`src/rtl/opnd_ea_gen.sv`:
```
module opnd_ea_gen #(
  parameter int AW = 32,
  parameter int IW = 8
) (
  input  logic          clk,
  input  logic          rst_n,
  input  logic          start_i,
  input  logic [1:0]    mode_i,
  input  logic [1:0]    size_i,
  input  logic [AW-1:0] reg_i,
  input  logic          xlat_en_i,
  input  logic          single_space_i,
  input  logic [IW-1:0] asid_i,
  output logic [AW-1:0] ea_o,
  output logic          direct_o,
  output logic [AW-1:0] wb_data_o,
  output logic          wb_en_o,
  output logic          xlat_req_o,
  output logic [IW-1:0] asid_o
);
  localparam logic [1:0] M_DIR = 2'b00, M_IND = 2'b01, M_INC = 2'b10, M_DEC = 2'b11;

  logic [AW-1:0] step, up, down, ea_n, wb_n;
  logic          is_mem, modify;

  assign step   = AW'(1) << size_i;
  assign up     = reg_i + step;
  assign down   = reg_i - step;
  assign is_mem = (mode_i != M_DIR);
  assign modify = (mode_i == M_INC) || (mode_i == M_DEC);
  assign ea_n   = (mode_i == M_DEC) ? down : reg_i;
  assign wb_n   = (mode_i == M_INC) ? up : ((mode_i == M_DEC) ? down : reg_i);

  always_ff @(posedge clk) begin
    if (!rst_n) begin
      ea_o       <= '0;
      direct_o   <= 1'b0;
      wb_data_o  <= '0;
      wb_en_o    <= 1'b0;
      xlat_req_o <= 1'b0;
      asid_o     <= '0;
    end else begin
      wb_en_o <= start_i && modify;
      if (start_i) begin
        ea_o       <= ea_n;
        direct_o   <= !is_mem;
        wb_data_o  <= wb_n;
        xlat_req_o <= xlat_en_i && is_mem;
        asid_o     <= (xlat_en_i && is_mem && !single_space_i) ? asid_i : '0;
      end
    end
  end

  assert_direct_R2: assert property (@(posedge clk) disable iff (!rst_n)
    start_i && mode_i == M_DIR |=> direct_o && !wb_en_o && !xlat_req_o && asid_o == '0 && ea_o == $past(reg_i));

  assert_indirect_R3: assert property (@(posedge clk) disable iff (!rst_n)
    start_i && mode_i == M_IND |=> !direct_o && !wb_en_o && ea_o == $past(reg_i) && wb_data_o == ea_o);

  assert_postinc_R4: assert property (@(posedge clk) disable iff (!rst_n)
    start_i && mode_i == M_INC |=> wb_en_o && ea_o == $past(reg_i)
      && (wb_data_o - ea_o) == (AW'(1) << $past(size_i)));

  assert_predec_R5: assert property (@(posedge clk) disable iff (!rst_n)
    start_i && mode_i == M_DEC |=> wb_en_o && ea_o == wb_data_o
      && ($past(reg_i) - ea_o) == (AW'(1) << $past(size_i)));

  assert_wb_pulse_R8: assert property (@(posedge clk) disable iff (!rst_n)
    !start_i |=> !wb_en_o && $stable(ea_o) && $stable(wb_data_o) && $stable(asid_o));

  assert_asid_gate_R10: assert property (@(posedge clk) disable iff (!rst_n)
    asid_o != '0 |-> xlat_req_o && !direct_o);

  assert_xlat_R9: assert property (@(posedge clk) disable iff (!rst_n)
    start_i |=> xlat_req_o == ($past(xlat_en_i) && !direct_o));
endmodule

```
`config.mk`:
```
export PLATFORM = sky130hd
export DESIGN_NAME = opnd_ea_gen
export DESIGN_NICKNAME = d
export VERILOG_FILES = /design/src/rtl/opnd_ea_gen.sv
export SDC_FILE = /design/constraint.sdc
export NUM_CORES = 1
export LEC_CHECK = 0
export BUFFER_PORTS_ARGS = -buffer_cell sky130_fd_sc_hd__buf_2
export CORE_UTILIZATION = 35
export DETAILED_ROUTE_END_ITERATION = 7
export GPL_TIMING_DRIVEN = 0
export SLEW_MARGIN = 10
export SYNTH_ARGS = -nofsm -noshare
export SYNTH_HDL_FRONTEND = slang
export SYNTH_SLANG_ARGS = --single-unit
```
`constraint.sdc`:
```
create_clock -name clk -period 2.5 [get_ports clk]
set_input_delay 0.5 -clock clk [delete_from_list [all_inputs] [get_ports clk]]
set_output_delay 0.5 -clock clk [all_outputs]
set_load 0.05 [all_outputs]
```
==> run_results.csv, run 1 <==
group,metric,value,unit
clocking,tritoncts,"built",
sta,fmax,0.400,GHz
job,drv_cap,0,
min_path,hold_path.class,"primary input to flip-flop",
critical_path,cp-end-kind,"flip-flop",
route,drt_iter0_drc,405,
clocking,path_clk_slew,0.06,ns
critical_path,cp_top_family,"simple AND/OR/NAND/NOR gates",
floorplan,rows,41,
layout,final_area,5940,sq um
floorplan,die_height,115,microns
grt,overflow,0,
logic_synthesis,synth-main-ff-cell,"dfxtp_1",
layout,seqCellArea,1500,sq um
route,dr_total_vias,4845,
layout,final_cell_mix,"buf_2 (106), dfxtp_1 (75), nor2_1 (56)",
logic_synthesis,syn_inst,557,
route,drt_pass1_iterations,5,
logic_synthesis,synthArstFlopShare,0,
floorplan,die_x,115,microns
grt,grt_pass1_vias,4380,
grt,grt_max_degree,14,
placement,hpwl,12200,microns
logic_synthesis,synthSimpleGateAreaFrac,0.281,
sta,timing_hold_violations_final,0,
placement,numPortBuffers,106,
route,drt-vias-per-instance,5.58,
logic_synthesis,syn_nets,616,
logic_synthesis,synth-xor-area-share,0.0643,
sta,fin_crit,2.50,ns
logic_synthesis,ys_seq_area_frac,0.334,
floorplan,dieArea,13300,sq um
critical_path,critical_path_required,2.70,ns
run_status,status,"finished, final reports clean",
clocking,clk_path_buf_depth,2,
placement,dpl-instance-area,5350,sq um
grt,grt_pass1_wl,24600,microns
critical_path,critPathSlowestCell,"or4_4",
clocking,worstSkewPairLatency,0.34,ns
floorplan,start_util,0.358,
logic_synthesis,synth_top_family_by_area,"simple AND/OR/NAND/NOR gates",
logic_synthesis,synth_mux_area_frac,0.0270,
layout,nFillCells,1277,
layout,drive_gt1_frac,0.265,
sta,fin_crit_sh,0.999,
logic_synthesis,synth_edf_count,0,
layout,fin_nets,751,
clocking,clock-sinks,75,
critical_path,cp_common_cell,"buf_12",
critical_path,crit_chain,"buf_12, or4_4, or3_4, or3b_4, buf_12, buf_12, nor2_4, mux2i_1, a21oi_1",
logic_synthesis,netlist_area,4500,sq um
sta,skew,0,ns
route,wl_per_cell,18.8,microns
layout,syn_to_final_growth,32.1,%
logic_synthesis,synth-seq-cells,75,
critical_path,path_class,"primary input to flip-flop",
logic_synthesis,syn_avg_cell_area,8.07,sq um
critical_path,worstSetupStartpointType,"primary input",
critical_path,arrival,2.70,ns
clocking,cts_hold_buf,0,
route,wirelength,16400,microns
sta,rsz0062_at_grt,"true",
logic_synthesis,ys_warn_count,0,
floorplan,pin_count,124,
logic_synthesis,yosys.area_share.adder,0.0312,
route,drc_errors,0,
layout,diodes,0,
sta,tightest_slew,0.959,ns
sta,maxSlewViolCount,0,
clocking,ctsHtreeMaxLevel,3,
layout,layout_commonest_cell,"buf_2",
logic_synthesis,synth-compound-area-share,0.203,
clocking,cts-root-buf,"clkbuf_16",
layout,multi_input_area,2950,sq um
critical_path,slowest_delay,0.54,ns
grt,grt_use_total,0.247,
route,ant_nets,0,
floorplan,coreArea,12600,sq um
critical_path,path_buf_inv,3,
sta,setup_viol_count_final,0,
power_and_ir_drop,total_power,0.00335,W
power_and_ir_drop,max-vdd-ir-drop,0.313,mV
clocking,numCtsBuffers,9,
logic_synthesis,synth.distinct_cells,63,
placement,gp_congestion,0.878,
grt,antenna_found_initial,0,
power_and_ir_drop,p_leak,2.42,nW
sta,slew_headroom,0.355,
power_and_ir_drop,p_per_area,565,nW/um^2
critical_path,cp_max_fo,5,
## path summary, 6_finish.rpt
check / start / to / slack (ns) / cells after the start
max: reg_i[12] / ea_o[18] / 0.001 / 9
min: asid_i[1] / asid_o[1] / 0.39 / 3
max reg2reg: ea_o[16] / ea_o[16] / 1.74 / 2
min reg2reg: xlat_req_o / xlat_req_o / 0.48 / 2
## state kept, by name (all words and copies together) (netlist names)
signal and count:
asid_o 8, direct_o 1, ea_o 32, wb_data_o 32
wb_en_o 1, xlat_req_o 1
## Yosys cell counts (all sizes together) (8+ instances only)
cell / n / area share
nand4: 13 / 0.018
clkbuf: 42 / 0.035
xor2: 12 / 0.023
o211ai: 10 / 0.017
inv: 17 / 0.014
a21oi: 25 / 0.028
or3: 18 / 0.026
a22oi: 8 / 0.013
mux2i: 11 / 0.024
o21ai: 29 / 0.032
nor4: 9 / 0.017
buf: 8 / 0.010
ha: 8 / 0.022
nand2: 22 / 0.018
nor2: 57 / 0.048
nand3: 51 / 0.057
and3: 10 / 0.014
nor3: 15 / 0.021
xnor2: 21 / 0.041
dfxtp: 75 / 0.33
a211oi: 16 / 0.027
## where the power goes
part           leakage (nW)  internal (W)  total [W]  switching [W]
clock network         0.130      0.000678    0.00122       0.000539
registers             0.620       0.00127    0.00131      0.0000390
logic                  1.67      0.000227   0.000826       0.000599
## layout make-up
class,count,share of cell area
multi-input cells,415,0.496
flip-flops and latches,75,0.253
repair buffers,124,0.120
clock buffers,11,0.0392
plain buffers,50,0.0386
well taps,172,0.0362
inverters,17,0.0107
clock inverters,5,0.00653
## per-layer routing
metal / GRT usage / routed length [microns]
met1: 0.357 / 7640
met2: 0.372 / 7250
met3: 0.0459 / 1170
met4: 0.0658 / 291
met5: 0 / 0
## metrics by stage
step	util	TNS (ns)	instances	hold WS [ns]	worst slack, ns
finish	0.472	0	869	0.388	0.00135
global route	0.472	-0.261	869	0.391	-0.0692
CTS	0.460	0	864	0.389	0.00749
detailed placement	0.426	-18.00	835	0.470	-0.713
global placement	0.426	-17.98	835	0.463	-0.748
floorplan	-	-0.989	557	0.644	-0.110
## worst register-to-register path, stage by stage (launching register included)
cell,delay [ns]
dfxtp_1,0.37
nor2_1,0.05
a311oi_1,0.25
## logic make-up after synthesis
kind of cell | count (synthesis)
AOI/OAI and AO/OA | 129
adders and majority gates | 10
muxes | 12
and+or+nand+nor | 231
DFF | 75
xor gates and xnor gates | 33
buffers and inverters | 67
## timing repair
item | CTS | global route
pin swaps | 8 | 10
resized for setup | 6 | 32
setup endpoints to repair | 26 | 28
setup buffers | 13 | 5
Note: power is estimated with default switching activity, not from simulation.
==> run 2, diff against run 1 <==
- CELL_PAD_IN_SITES_DETAIL_PLACEMENT: not set -> 1
- CELL_PAD_IN_SITES_GLOBAL_PLACEMENT: not set -> 1
- PLACE_DENSITY_LB_ADDON: not set -> 0.1
- RECOVER_POWER: not set -> 50
==> run 2 against run 1 <==
Via count up 1.7%. Largest power group is now the clock network. Largest cell class unchanged. First-iteration DRC count is 13% lower. Critical path type unchanged. Global-route usage up 2.4 points.
==> run_results.csv, run 2 (same netlist as run 1, synthesis figures left out) <==
group,metric,value,unit
sta,skew,0,ns
run_status,status,"finished, final reports clean",
route,wl_per_cell,20.4,microns
clocking,path_clk_slew,0.06,ns
clocking,tritoncts,"built",
critical_path,worstSetupStartpointType,"primary input",
power_and_ir_drop,total_power,0.00349,W
floorplan,die_x,115,microns
grt,overflow,0,
placement,gp_congestion,0.851,
critical_path,arrival,2.71,ns
layout,final_cell_mix,"clkbuf_1 (107), dfxtp_1 (75), nor2_1 (55)",
job,drv_cap,0,
critical_path,ff2ff_setup_slack,1.75,ns
route,dr_total_vias,4928,
power_and_ir_drop,p_leak,2.19,nW
clocking,numCtsBuffers,9,
layout,diodes,0,
sta,maxSlewViolCount,0,
layout,nFillCells,1559,
sta,rsz0062_at_grt,"true",
clocking,worstSkewPairLatency,0.35,ns
clocking,clk_path_buf_depth,2,
critical_path,critPathSlowestCell,"or4_4",
critical_path,cp_max_fo,10,
layout,fin_nets,752,
route,drt_iter0_drc,352,
floorplan,pin_count,124,
route,drc_errors,0,
grt,antenna_found_initial,0,
critical_path,slowest_delay,0.46,ns
placement,dpl-instance-area,5350,sq um
floorplan,start_util,0.358,
grt,grt_use_total,0.271,
route,ant_nets,0,
placement,numPortBuffers,106,
sta,fin_crit_sh,0.972,
route,wirelength,17700,microns
grt,grt_max_degree,15,
clocking,clock-sinks,75,
clocking,ctsHtreeMaxLevel,3,
layout,syn_to_final_growth,32.0,%
power_and_ir_drop,max-vdd-ir-drop,0.273,mV
sta,fmax,0.411,GHz
critical_path,path_class,"primary input to flip-flop",
grt,grt_pass1_wl,26700,microns
grt,grt_pass1_vias,4676,
sta,tightest_slew,0.946,ns
critical_path,crit_chain,"clkbuf_2, or4_4, or3_4, or3b_4, buf_12, o41ai_4, nand4b_1, o211ai_1",
sta,setup_viol_count_final,0,
min_path,hold_path.class,"primary input to flip-flop",
route,drt_pass1_iterations,7,
route,drt-vias-per-instance,5.66,
floorplan,rows,41,
layout,reg_top3,"ea_o: 32 flops, wb_data_o: 32 flops, asid_o: 8 flops",
layout,layout_commonest_cell,"clkbuf_1",
critical_path,cp-end-kind,"flip-flop",
floorplan,coreArea,12600,sq um
sta,slew_headroom,0.364,
floorplan,die_height,115,microns
layout,final_area,5940,sq um
layout,drive_gt1_frac,0.179,
clocking,cts-root-buf,"clkbuf_16",
floorplan,dieArea,13300,sq um
placement,hpwl,13000,microns
power_and_ir_drop,p_per_area,588,nW/um^2
clocking,cts_hold_buf,0,
critical_path,critical_path_required,2.78,ns
sta,fin_crit,2.43,ns
sta,timing_hold_violations_final,0,
run 2: final cells by class:
type                            count  area [sq um]  area share
Inverter                           17          63.8      0.0107
Multi-Input combinational cell    415          2990       0.503
Clock inverter                      7          76.3      0.0129
Clock buffer                        9           225      0.0379
Tap cell                          172           215      0.0362
Timing Repair Buffer              125           637       0.107
Buffer                             50           233      0.0392
Sequential cell                    75          1500       0.253
run 2: path summary, 6_finish.rpt:
kind / from / endpoint / cells after the start
max reg2reg: ea_o[16] / ea_o[16] / 2
min: asid_i[1] / asid_o[1] / 3
min reg2reg: xlat_req_o / xlat_req_o / 2
max: reg_i[11] / wb_data_o[22] / 8
run 2: through the flow:
step / setup TNS [ns] / hold WS, ns / worst slack [ns] / utilization / std cells
floorplan: -0.989 / 0.644 / -0.110 / - / 557
global placement: -22.46 / 0.456 / -0.699 / 0.426 / 835
detailed placement: -23.38 / 0.455 / -0.695 / 0.426 / 835
CTS: -0.00249 / 0.376 / -0.00249 / 0.457 / 857
global route: -0.111 / 0.395 / -0.0426 / 0.472 / 870
finish: 0 / 0.381 / 0.0689 / 0.472 / 870
run 2: worst max-delay path: cells and delay by family:
family | cells | cell delay [ns]
buffers and inverters | 2 | 0.36
AO/OA/AOI/OAI | 2 | 0.42
AND/OR/NAND/NOR | 4 | 1.43
run 2: timing repair:
action | 4_1_cts | 5_1_grt
setup endpoints to repair | 30 | 25
cloned | 0 | 1
pin swaps | 2 | 10
resized for setup | 11 | 47
buffers inserted | 6 | 12
run 2: power by group:
group,switching [W],internal [W],leakage [nW]
combinational,0.000617,0.000222,1.43
sequential,0.0000403,0.00127,0.620
clock,0.000564,0.000778,0.142
total,0.00122,0.00227,2.19
run 2: per-layer routing:
| metal | track usage | part of all wire | wire length [microns] |
|---|---|---|---|
| met4 | 0.0840 | 0.019 | 333 |
| met2 | 0.422 | 0.47 | 8300 |
| met3 | 0.0664 | 0.063 | 1120 |
| met5 | 0 | 0 | 0 |
| met1 | 0.366 | 0.45 | 7950 |
